`config.mk`:
```
export PLATFORM = sky130hd
export DESIGN_NAME = ecc_err_capture
export DESIGN_NICKNAME = d
export VERILOG_FILES = /design/src/rtl/ecc_cap_pkg.sv /design/src/rtl/ecc_cap_core.sv /design/src/rtl/ecc_cap_ctl.sv /design/src/rtl/ecc_err_capture.sv
export SDC_FILE = /design/constraint.sdc
export NUM_CORES = 1
export LEC_CHECK = 0
export ABC_AREA = 0
export BUFFER_PORTS_ARGS = -buffer_cell sky130_fd_sc_hd__buf_2
export CORE_ASPECT_RATIO = 1.1
export CORE_MARGIN = 2
export CORE_UTILIZATION = 26
export CTS_CLUSTER_SIZE = 28
export DETAILED_ROUTE_END_ITERATION = 7
export GPL_TIMING_DRIVEN = 0
export REMOVE_ABC_BUFFERS = 1
export SYNTH_ARGS = -nofsm -noshare
export SYNTH_HDL_FRONTEND = slang
export SYNTH_SLANG_ARGS = --single-unit
```
`constraint.sdc`:
```
create_clock -name clk -period 2.8 [get_ports clk]
set_clock_uncertainty 0.05 [all_clocks]
set_input_delay 0.14 -clock clk [delete_from_list [all_inputs] [get_ports clk]]
set_output_delay 0.14 -clock clk [all_outputs]
set_load 0.02 [all_outputs]
```
`src/rtl/ecc_cap_pkg.sv`:
```
package ecc_cap_pkg;

    localparam int REG_W       = 32;
    localparam int SYN_W       = 8;
    localparam int EADDR_W     = 19;

    // Bit positions inside the register word
    localparam int B_CE        = 0;
    localparam int B_UE        = 1;
    localparam int B_NMI_EN    = 2;
    localparam int B_SERR_EN   = 3;
    localparam int SYN_LSB     = 4;
    localparam int EADDR_LSB   = 12;
    localparam int B_SCRUB_DIS = 31;

    typedef enum logic [1:0] {
        CAP_NONE = 2'b00,
        CAP_CE   = 2'b01,
        CAP_UE   = 2'b10
    } cap_kind_e;

    typedef struct packed {
        logic scrub_dis;
        logic serr_en;
        logic nmi_en;
    } ctl_t;

    typedef struct packed {
        cap_kind_e            kind;
        logic [EADDR_W-1:0]   addr;
        logic [SYN_W-1:0]     syn;
    } cap_t;

    function automatic logic [REG_W-1:0] pack_reg(input ctl_t c, input cap_t k);
        logic [REG_W-1:0] r;
        r                          = '0;
        r[B_SCRUB_DIS]             = c.scrub_dis;
        r[EADDR_LSB +: EADDR_W]    = k.addr;
        r[SYN_LSB +: SYN_W]        = k.syn;
        r[B_SERR_EN]               = c.serr_en;
        r[B_NMI_EN]                = c.nmi_en;
        r[B_UE]                    = (k.kind == CAP_UE);
        r[B_CE]                    = (k.kind == CAP_CE);
        return r;
    endfunction

endpackage

```
`src/rtl/ecc_cap_core.sv`:
```
module ecc_cap_core
    import ecc_cap_pkg::*;
#(
    parameter int ADDR_W = 32
) (
    input  logic              clk,
    input  logic              rst,
    input  logic              ce,
    input  logic              ue,
    input  logic [ADDR_W-1:0] addr,
    input  logic [SYN_W-1:0]  syn,
    input  logic              clr_both,
    output cap_t              cap_o
);
    localparam int KEEP_LSB = ADDR_W - EADDR_W;

    cap_t cap_q, cap_n;
    logic addr_unused;

    assign addr_unused = ^addr[KEEP_LSB-1:0];

    always_comb begin
        cap_n = cap_q;
        if (clr_both)
            cap_n.kind = CAP_NONE;
        if ((cap_n.kind == CAP_NONE) && (ce || ue)) begin
            cap_n.kind = ue ? CAP_UE : CAP_CE;
            cap_n.addr = addr[ADDR_W-1:KEEP_LSB];
            cap_n.syn  = syn;
        end
    end

    always_ff @(posedge clk) begin
        if (rst)
            cap_q <= '0;
        else
            cap_q <= cap_n;
    end

    assign cap_o = cap_q;

    // reset empties the capture
    p_reset_empty_r1: assert property (@(posedge clk) rst |=> (cap_q == '0));

    // the two flags never coexist
    p_exclusive_r5: assert property (@(posedge clk) disable iff (rst)
        $onehot0(cap_q.kind));

    // a held capture is frozen unless released
    p_hold_r4: assert property (@(posedge clk) disable iff (rst)
        ((cap_q.kind != CAP_NONE) && !clr_both) |=> $stable(cap_q));

    // a clearing write with no new error empties the capture
    p_clear_r6: assert property (@(posedge clk) disable iff (rst)
        (clr_both && !ce && !ue) |=> (cap_q.kind == CAP_NONE));

    // an error coinciding with a clearing write is captured
    p_clear_capture_r7: assert property (@(posedge clk) disable iff (rst)
        (clr_both && (ce || ue)) |=> (cap_q.kind != CAP_NONE));

endmodule

```
`src/rtl/ecc_cap_ctl.sv`:
```
module ecc_cap_ctl
    import ecc_cap_pkg::*;
(
    input  logic      clk,
    input  logic      rst,
    input  logic      wr,
    input  ctl_t      wr_ctl,
    input  logic      ce,
    input  cap_kind_e kind,
    output ctl_t      ctl_o,
    output logic      nmi_o,
    output logic      serr_o,
    output logic      scrub_req
);
    ctl_t ctl_q;
    logic scrub_q;

    always_ff @(posedge clk) begin
        if (rst) begin
            ctl_q   <= '0;
            scrub_q <= 1'b0;
        end else begin
            if (wr)
                ctl_q <= wr_ctl;
            scrub_q <= ce && !ctl_q.scrub_dis;
        end
    end

    assign ctl_o     = ctl_q;
    assign scrub_req = scrub_q;
    assign nmi_o     = ctl_q.nmi_en  && (kind == CAP_CE);
    assign serr_o    = ctl_q.serr_en && (kind == CAP_UE);

    // writes load the control bits
    p_ctl_load_r8: assert property (@(posedge clk) disable iff (rst)
        wr |=> (ctl_o == $past(wr_ctl)));

    // corrected read with scrub allowed gives a request next cycle
    p_scrub_r11: assert property (@(posedge clk) disable iff (rst)
        (ce && !ctl_q.scrub_dis) |=> scrub_req);

    // otherwise no request
    p_no_scrub_r11: assert property (@(posedge clk) disable iff (rst)
        (!ce || ctl_q.scrub_dis) |=> !scrub_req);

endmodule

```
`src/rtl/ecc_err_capture.sv`:
```
module ecc_err_capture
    import ecc_cap_pkg::*;
#(
    parameter int ADDR_W = 32
) (
    input  logic              clk,
    input  logic              rst,
    input  logic              reg_wr,
    input  logic [REG_W-1:0]  reg_wdata,
    output logic [REG_W-1:0]  reg_rdata,
    input  logic              ce_pulse,
    input  logic              ue_pulse,
    input  logic [ADDR_W-1:0] err_addr,
    input  logic [SYN_W-1:0]  err_syn,
    output logic              nmi_o,
    output logic              serr_o,
    output logic              scrub_req
);
    cap_t cap;
    ctl_t ctl, wr_ctl;
    logic clr_both;
    logic wdata_unused;

    assign clr_both = reg_wr && reg_wdata[B_UE] && reg_wdata[B_CE];

    assign wr_ctl.scrub_dis = reg_wdata[B_SCRUB_DIS];
    assign wr_ctl.serr_en   = reg_wdata[B_SERR_EN];
    assign wr_ctl.nmi_en    = reg_wdata[B_NMI_EN];
    assign wdata_unused     = ^reg_wdata[B_SCRUB_DIS-1:SYN_LSB];

    ecc_cap_core #(.ADDR_W(ADDR_W)) u_core (
        .clk      (clk),
        .rst      (rst),
        .ce       (ce_pulse),
        .ue       (ue_pulse),
        .addr     (err_addr),
        .syn      (err_syn),
        .clr_both (clr_both),
        .cap_o    (cap)
    );

    ecc_cap_ctl u_ctl (
        .clk       (clk),
        .rst       (rst),
        .wr        (reg_wr),
        .wr_ctl    (wr_ctl),
        .ce        (ce_pulse),
        .kind      (cap.kind),
        .ctl_o     (ctl),
        .nmi_o     (nmi_o),
        .serr_o    (serr_o),
        .scrub_req (scrub_req)
    );

    assign reg_rdata = pack_reg(ctl, cap);

    // an alarm line implies its flag is held
    p_nmi_flag_r9: assert property (@(posedge clk) disable iff (rst)
        nmi_o |-> (reg_rdata[B_CE] && !reg_rdata[B_UE]));
    p_serr_flag_r10: assert property (@(posedge clk) disable iff (rst)
        serr_o |-> (reg_rdata[B_UE] && !reg_rdata[B_CE]));

endmodule

```
==> results of run 1 <==
-- area by class of cell --
class                   instances  area [sq um]  share of cell area
multi-input cells             183          1254              0.4951
flip-flops and latches         33         660.6              0.2609
repair buffers                 72         385.4              0.1522
well taps                     114         142.6             0.05632
clock buffers                   7         86.33             0.03409
inverters                       1         3.754            0.001482
-- final timing paths --
check,startpoint,end,slack (ns),cells past startpoint
setup / recovery,ce_pulse,u_core.cap_o[8],1.02,4
hold / removal,reg_wdata[3],u_ctl.ctl_o[1],0.05,3
setup reg to reg,u_core.cap_o[28],u_core.cap_o[23],1.23,4
hold reg to reg,u_ctl.ctl_o[2],u_ctl.scrub_req,0.40,1
-- critical path: cells and delay by family --
| kind | cells | cell delay [ns] |
|---|---|---|
| AO/OA/AOI/OAI | 2 | 0.33 |
| buffers and inverters | 1 | 0.51 |
| AND/OR/NAND/NOR | 1 | 0.89 |
-- Yosys cell counts (all sizes together) --
master	n	area, sq um
buf	53	361.6
dfxtp	33	660.6
nand2	28	105.1
nor2b	28	175.2
a31oi	27	168.9
nand4b	27	236.5
nor4b	27	236.5
o211ai	27	202.7
clkbuf	8	30.03
nor2	4	15.01
mux2i	3	30.03
and2	2	12.51
nor3b	2	15.01
or2	2	12.51
a21o	1	7.510
a21oi	1	5.000
and3	1	11.26
inv	1	3.750
nand3	1	10.01
nor3	1	5.000
o21ai	1	5.000
-- kinds of logic (layout without fill, tap and decap cells) --
logic type | Yosys count | after routing | synth area share
AO/OA/AOI/OAI | 57 | 57 | 0.1685
multiplexers | 3 | 3 | 0.01300
AND/OR/NAND/NOR | 123 | 123 | 0.3613
buffers and inverters | 62 | 80 | 0.1712
flip-flops | 33 | 33 | 0.2860
-- placed cells by master (no fill, tap or decap), drive strengths merged --
master | synthesis | final
mux2i | 3 | 3
and3 | 1 | 1
a31oi | 27 | 27
inv | 1 | 1
nor3b | 2 | 2
nor2 | 4 | 4
nor3 | 1 | 1
clkbuf | 8 | 7
a21oi | 1 | 1
o21ai | 1 | 1
nand2 | 28 | 28
nand3 | 1 | 1
or2 | 2 | 2
o211ai | 27 | 27
nor2b | 28 | 28
nand4b | 27 | 27
a21o | 1 | 1
buf | 53 | 72
and2 | 2 | 2
nor4b | 27 | 27
dfxtp | 33 | 33
-- flip-flops by register name, indices dropped and copies added, names as in the netlist --
register and count:
u_ctl.scrub_req 1, u_core.cap_o 29, u_ctl.ctl_o 3
-- per-stage QoR --
step                      hold WS (ns)  power [mW]  cell area [sq um]  std cells  utilization
after CTS                      0.03760       1.291               2530        410       0.2895
after global routing           0.04179       1.350               2532        410       0.2898
final                          0.04517       1.271               2532        410       0.2898
after floorplan                 0.1591      0.7518               1918        217            -
after global placement          0.3337      0.8843               2416        402       0.2765
after detailed placement        0.3376      0.9090               2444        403       0.2796
-- where the power goes --
group	switching, mW	internal [mW]	total (mW)
Combinational	0.213	0.131	0.344
Clock	0.180	0.195	0.375
Sequential	0.0327	0.519	0.552
Total	0.426	0.846	1.27
-- per-layer routing --
layer,up-vias,part of all wire
li1,1041,-
met1,1027,0.48
met2,75,0.45
met3,6,0.060
met4,0,0.0090
met5,-,0
==> metrics.md, run 1 <==
| Metric | Value |
|---|---|
| Initial Utilization | `0.2643` |
| Routing usage on met1 | `0.1628` |
| Final #Nets | `373` |
| Clk Latency, worst-skew pair | `0.28 ns` |
| Leakage | `0.9323 nW` |
| Worst hold path type | `in2reg` |
| Largest net degree at the start of global routing | `89` |
| Run status | `completed` |
| Via count | `2149` |
| Final setup fails | `0` |
| Chip Height | `102.9 um` |
| PostCTS Resize Cnt | `0` |
| Cts bufs inserted | `5` |
| Least-Margin Pin Slew | `1.002 ns` |
| Critical path's slowest cell | `or2_2` |
| Worst VDD drop | `0.1755 mV` |
| Worst-path maximum fanout | `54` |
| Max-Cap Viols | `0` |
| Fin. max-slew vios | `0` |
| Share of cells above drive strength 1 | `0.2770` |
| CP Launch Type | `input pin` |
| Final ANT Viol Nets | `0` |
| Setup repair bufs after CTS | `0` |
| Critical path, cell by cell | `buf_2, or2_2, a31oi_1, o211ai_1` |
| Root cell of the clock tree | `clkbuf_8` |
| Vias in the first global route | `1947` |
| Syn Inst Count | `278` |
| RSZ-0062 raised after global routing | `no` |
| Clock sinks | `33` |
| Final GP Congestion | `0.6012` |
| Port Buf Inserts | `71` |
| Total iterations of the first detailed-routing run | `4` |
| PD cells | `502.1 nW/um^2` |
| Longest Clk Path Bufs | `2` |
| CTS Hold Bufs | `0` |
| Yosys warns | `0` |
| GR peak layer | `met2` |
| Row cnt | `36` |
| Final-report hold violation count | `0` |
| Clk slew on worst S/H paths | `0.07 ns` |
| Routed WL | `6124 um` |
| Post-synth cell types | `24` |
| Crit path required time | `2.95 ns` |
| Die Footprint | `9654 sq um` |
| First-pass GRT wire length | `9715 um` |
| Number of synthesized register bits | `33` |
| Setup TNS | `0 ns` |
| Die X | `93.87 um` |
| GRT Total Usage | `0.1246` |
| Post-Place Setup Slack | `0.7813 ns` |
| Antenna violations before repair | `0` |
| Core area | `8738 sq um` |
| Arrival time at the worst endpoint | `1.94 ns` |
| Final worst-path cycle share | `0.6374` |
| DP HPWL | `3519 um` |
| Vias/cell | `5.241` |
| Top Ports | `112` |
| Post-route DRC violation count | `0` |
| Area Growth Syn to Fin | `9.643%` |
| Critical setup path kind | `in2reg` |
| Relative slew slack | `0.3322` |
| Register area share after synthesis | `0.2860` |
| Max Freq | `0.5603 GHz` |
| FILL cells | `969` |
| Mapped Area | `2310 sq um` |
| CTS H-tree depth | `2` |
| CP max stage delay | `0.89 ns` |
| N_diodes | `0` |
| GR Layer Usage met2 | `0.2088` |
| GR Util met3 | `0.02924` |
| WL/cell | `14.94 um` |
| Total grt overflow | `0` |
| CP endpoint kind | `flop` |
| CTS tree | `built` |
| Mean Syn Cell Area | `8.308 sq um` |
| Minimum clock period | `1.785 ns` |
| Initial DRC Count | `98` |
| Final setup margin | `1.015 ns` |
No activity file was read; power rests on OpenSTA's default activity.
==> inputs of run 2 (changes only) <==
==> constraint.sdc (replaced) <==
create_clock -name clk -period 1.8 [get_ports clk]
set_clock_uncertainty 0.05 [all_clocks]
set_input_delay 0.09 -clock clk [delete_from_list [all_inputs] [get_ports clk]]
set_output_delay 0.09 -clock clk [all_outputs]
set_load 0.02 [all_outputs]
==> run 2 against run 1 <==
Effect of this change: cell area grew 1.3%; flip-flop and latch count is the same; count of clock-buffer cells in the layout is the same; critical path depth is the same; non-clock buffer count grew 3; register-to-register slack lost 1.0 ns; hold slack gained 0.066 ns; via count is essentially flat; clock power grew 55%.
==> metrics.md, run 2 (synthesis results as in run 1) <==
| Metric | Value |
|---|---|
| Worst hold stages | `3 (unchanged)` |
| Vias/cell | `5.199 (-0.82%)` |
| Die Footprint | `9654 sq um (unchanged)` |
| PD cells | `772.1 nW/um^2 (+54%)` |
| Area occupied by multi-input gates | `1256 sq um (+0.20%)` |
| Seq. cell area | `660.6 sq um (unchanged)` |
| Top Ports | `112 (unchanged)` |
| Share of cells above drive strength 1 | `0.2742 (-0.002780)` |
| Final setup margin | `0.2339 ns (-0.7814 ns)` |
| CTS tree | `built` |
| Final GP Congestion | `0.6012 (unchanged)` |
| Minimum clock period | `1.566 ns` |
| Least-Margin Pin Slew | `0.8001 ns (-0.2016 ns)` |
| Critical setup path kind | `reg2reg` |
| Critical path, cell by cell | `or2_2, buf_16, nand4b_1, o211ai_1` |
| CP endpoint kind | `flop` |
| Post-route DRC violation count | `0 (unchanged)` |
| Die X | `93.87 um (unchanged)` |
| Chip Height | `102.9 um (unchanged)` |
| Final #Nets | `376 (+0.80%)` |
| CP Depth | `4 (unchanged)` |
| Worst hold path type | `in2reg` |
| Max Freq | `0.6385 GHz` |
| Max FFs per register | `29 (unchanged)` |
| Root cell of the clock tree | `clkbuf_8` |
| Initial DRC Count | `88 (-10%)` |
| Most frequent cells in the layout | `70 x buf_2, 33 x dfxtp_1, 28 x nor2b_1, 28 x nand2_1` |
| Delay-heaviest family, CP | `simple AND/OR/NAND/NOR gates` |
| Largest net degree at the start of global routing | `89 (unchanged)` |
| Final worst-path cycle share | `0.8701` |
| Total grt overflow | `0 (unchanged)` |
| Critical path's slowest cell | `or2_2` |
| GRT Total Usage | `0.1253 (+0.0007670)` |
| GR Util met3 | `0.02924 (unchanged)` |
| Setup repair bufs after CTS | `0 (unchanged)` |
| Vias in the first global route | `1965 (+0.92%)` |
| Post-Place Setup Slack | `-0.1687 ns (-0.9500 ns)` |
| Worst-path maximum fanout | `28 (-48%)` |
| Run status | `completed` |
| Max-Cap Viols | `0 (unchanged)` |
| First-pass GRT wire length | `9777 um (+0.64%)` |
| Routed WL | `6144 um (+0.33%)` |
| Longest Clk Path Bufs | `2 (unchanged)` |
| Leakage | `0.9458 nW (+1.4%)` |
| Clk Latency, worst-skew pair | `0.28 ns (about the same)` |
| Arrival time at the worst endpoint | `1.67 ns (-0.27 ns)` |
| R2R cell count | `4 (unchanged)` |
| CP Launch Type | `flop` |
| Row cnt | `36 (unchanged)` |
| N_diodes | `0 (unchanged)` |
| Final ANT Viol Nets | `0 (unchanged)` |
| Core area | `8738 sq um (unchanged)` |
| Hold slack | `0.1107 ns (+0.06553 ns)` |
| Leading cell type in the layout, fill and taps excluded | `buf_2` |
| Final setup fails | `0 (unchanged)` |
| Cts bufs inserted | `5 (unchanged)` |
| DP HPWL | `3519 um (unchanged)` |
| Relative slew slack | `0.4666 (+0.1344)` |
| Crit path required time | `1.90 ns (-1.05 ns)` |
| CP max stage delay | `0.55 ns (-0.34 ns)` |
| Buffers & Inverters on Critical Path | `1 (unchanged)` |
| Total iterations of the first detailed-routing run | `4 (unchanged)` |
| WL/cell | `14.88 um (-0.40%)` |
| Worst VDD drop | `0.2715 mV (+55%)` |
| Area Growth Syn to Fin | `11.05%` |
| Initial Utilization | `0.2643 (unchanged)` |
| RSZ-0062 raised after global routing | `no` |
| Clk slew on worst S/H paths | `0.07 ns (about the same)` |
| Fin. max-slew vios | `0 (unchanged)` |
| Port Buf Inserts | `71 (unchanged)` |
| Routing usage on met1 | `0.1628 (unchanged)` |
| Final-report hold violation count | `0 (unchanged)` |
| CTS H-tree depth | `2 (unchanged)` |
| Via count | `2147 (-0.093%)` |
| Clock sinks | `33 (unchanged)` |
| Antenna violations before repair | `0 (unchanged)` |
| GR Layer Usage met2 | `0.2115 (+0.002747)` |
| GR peak layer | `met2` |
| FILL cells | `964 (-0.52%)` |
==> run 2: final timing paths <==
check,start,endpoint,slack (ns)
max,u_core.cap_o[28],u_core.cap_o[23],0.23
min,reg_wr,u_ctl.ctl_o[1],0.11
max reg2reg,u_core.cap_o[28],u_core.cap_o[23],0.23
min reg2reg,u_ctl.ctl_o[2],u_ctl.scrub_req,0.40
==> run 2: through the flow <==
| stage | utilization | total power, mW | TNS, ns | instance area (sq um) | instances |
|---|---|---|---|---|---|
| after global routing | 0.2935 | 2.107 | 0 | 2565 | 413 |
| after CTS | 0.2930 | 2.013 | 0 | 2560 | 413 |
| after detailed placement | 0.2796 | 1.414 | -4.127 | 2444 | 403 |
| after global placement | 0.2765 | 1.376 | -17.98 | 2416 | 402 |
| after floorplan | - | 1.169 | 0 | 1918 | 217 |
| final | 0.2935 | 1.980 | 0 | 2565 | 413 |
==> run 2: area by class of cell <==
class	count	area share
multi-input cells	183	0.4898
flip-flops and latches	33	0.2576
repair buffers	75	0.1620
well taps	114	0.05561
clock buffers	7	0.03366
inverters	1	0.001463
==> run 2: repair_timing <==
action	in CTS	in global routing
endpoints found under the setup margin	0	23
hold buffers	3	0
gates resized for setup	0	1
endpoints found under the hold margin	3	0
==> run 2: where the power goes <==
| part | leakage, nW | internal (mW) | switching, mW |
|---|---|---|---|
| clock | 0.0443 | 0.304 | 0.277 |
| combinational | 0.628 | 0.209 | 0.332 |
| sequential | 0.273 | 0.808 | 0.0507 |
==> run 2: routing by layer <==
layer | vias up | part of all wire
li1 | 1046 | -
met1 | 1025 | 0.48
met2 | 70 | 0.46
met3 | 6 | 0.052
met4 | 0 | 0.0090
met5 | - | 0
==> run 2: worst register-to-register path: cells and delay by family (launching register included) <==
kind	cells	cell delay (ns)
compound gates	1	0.12
buf+inv	1	0.27
flops	1	0.33
simple gates	2	0.67
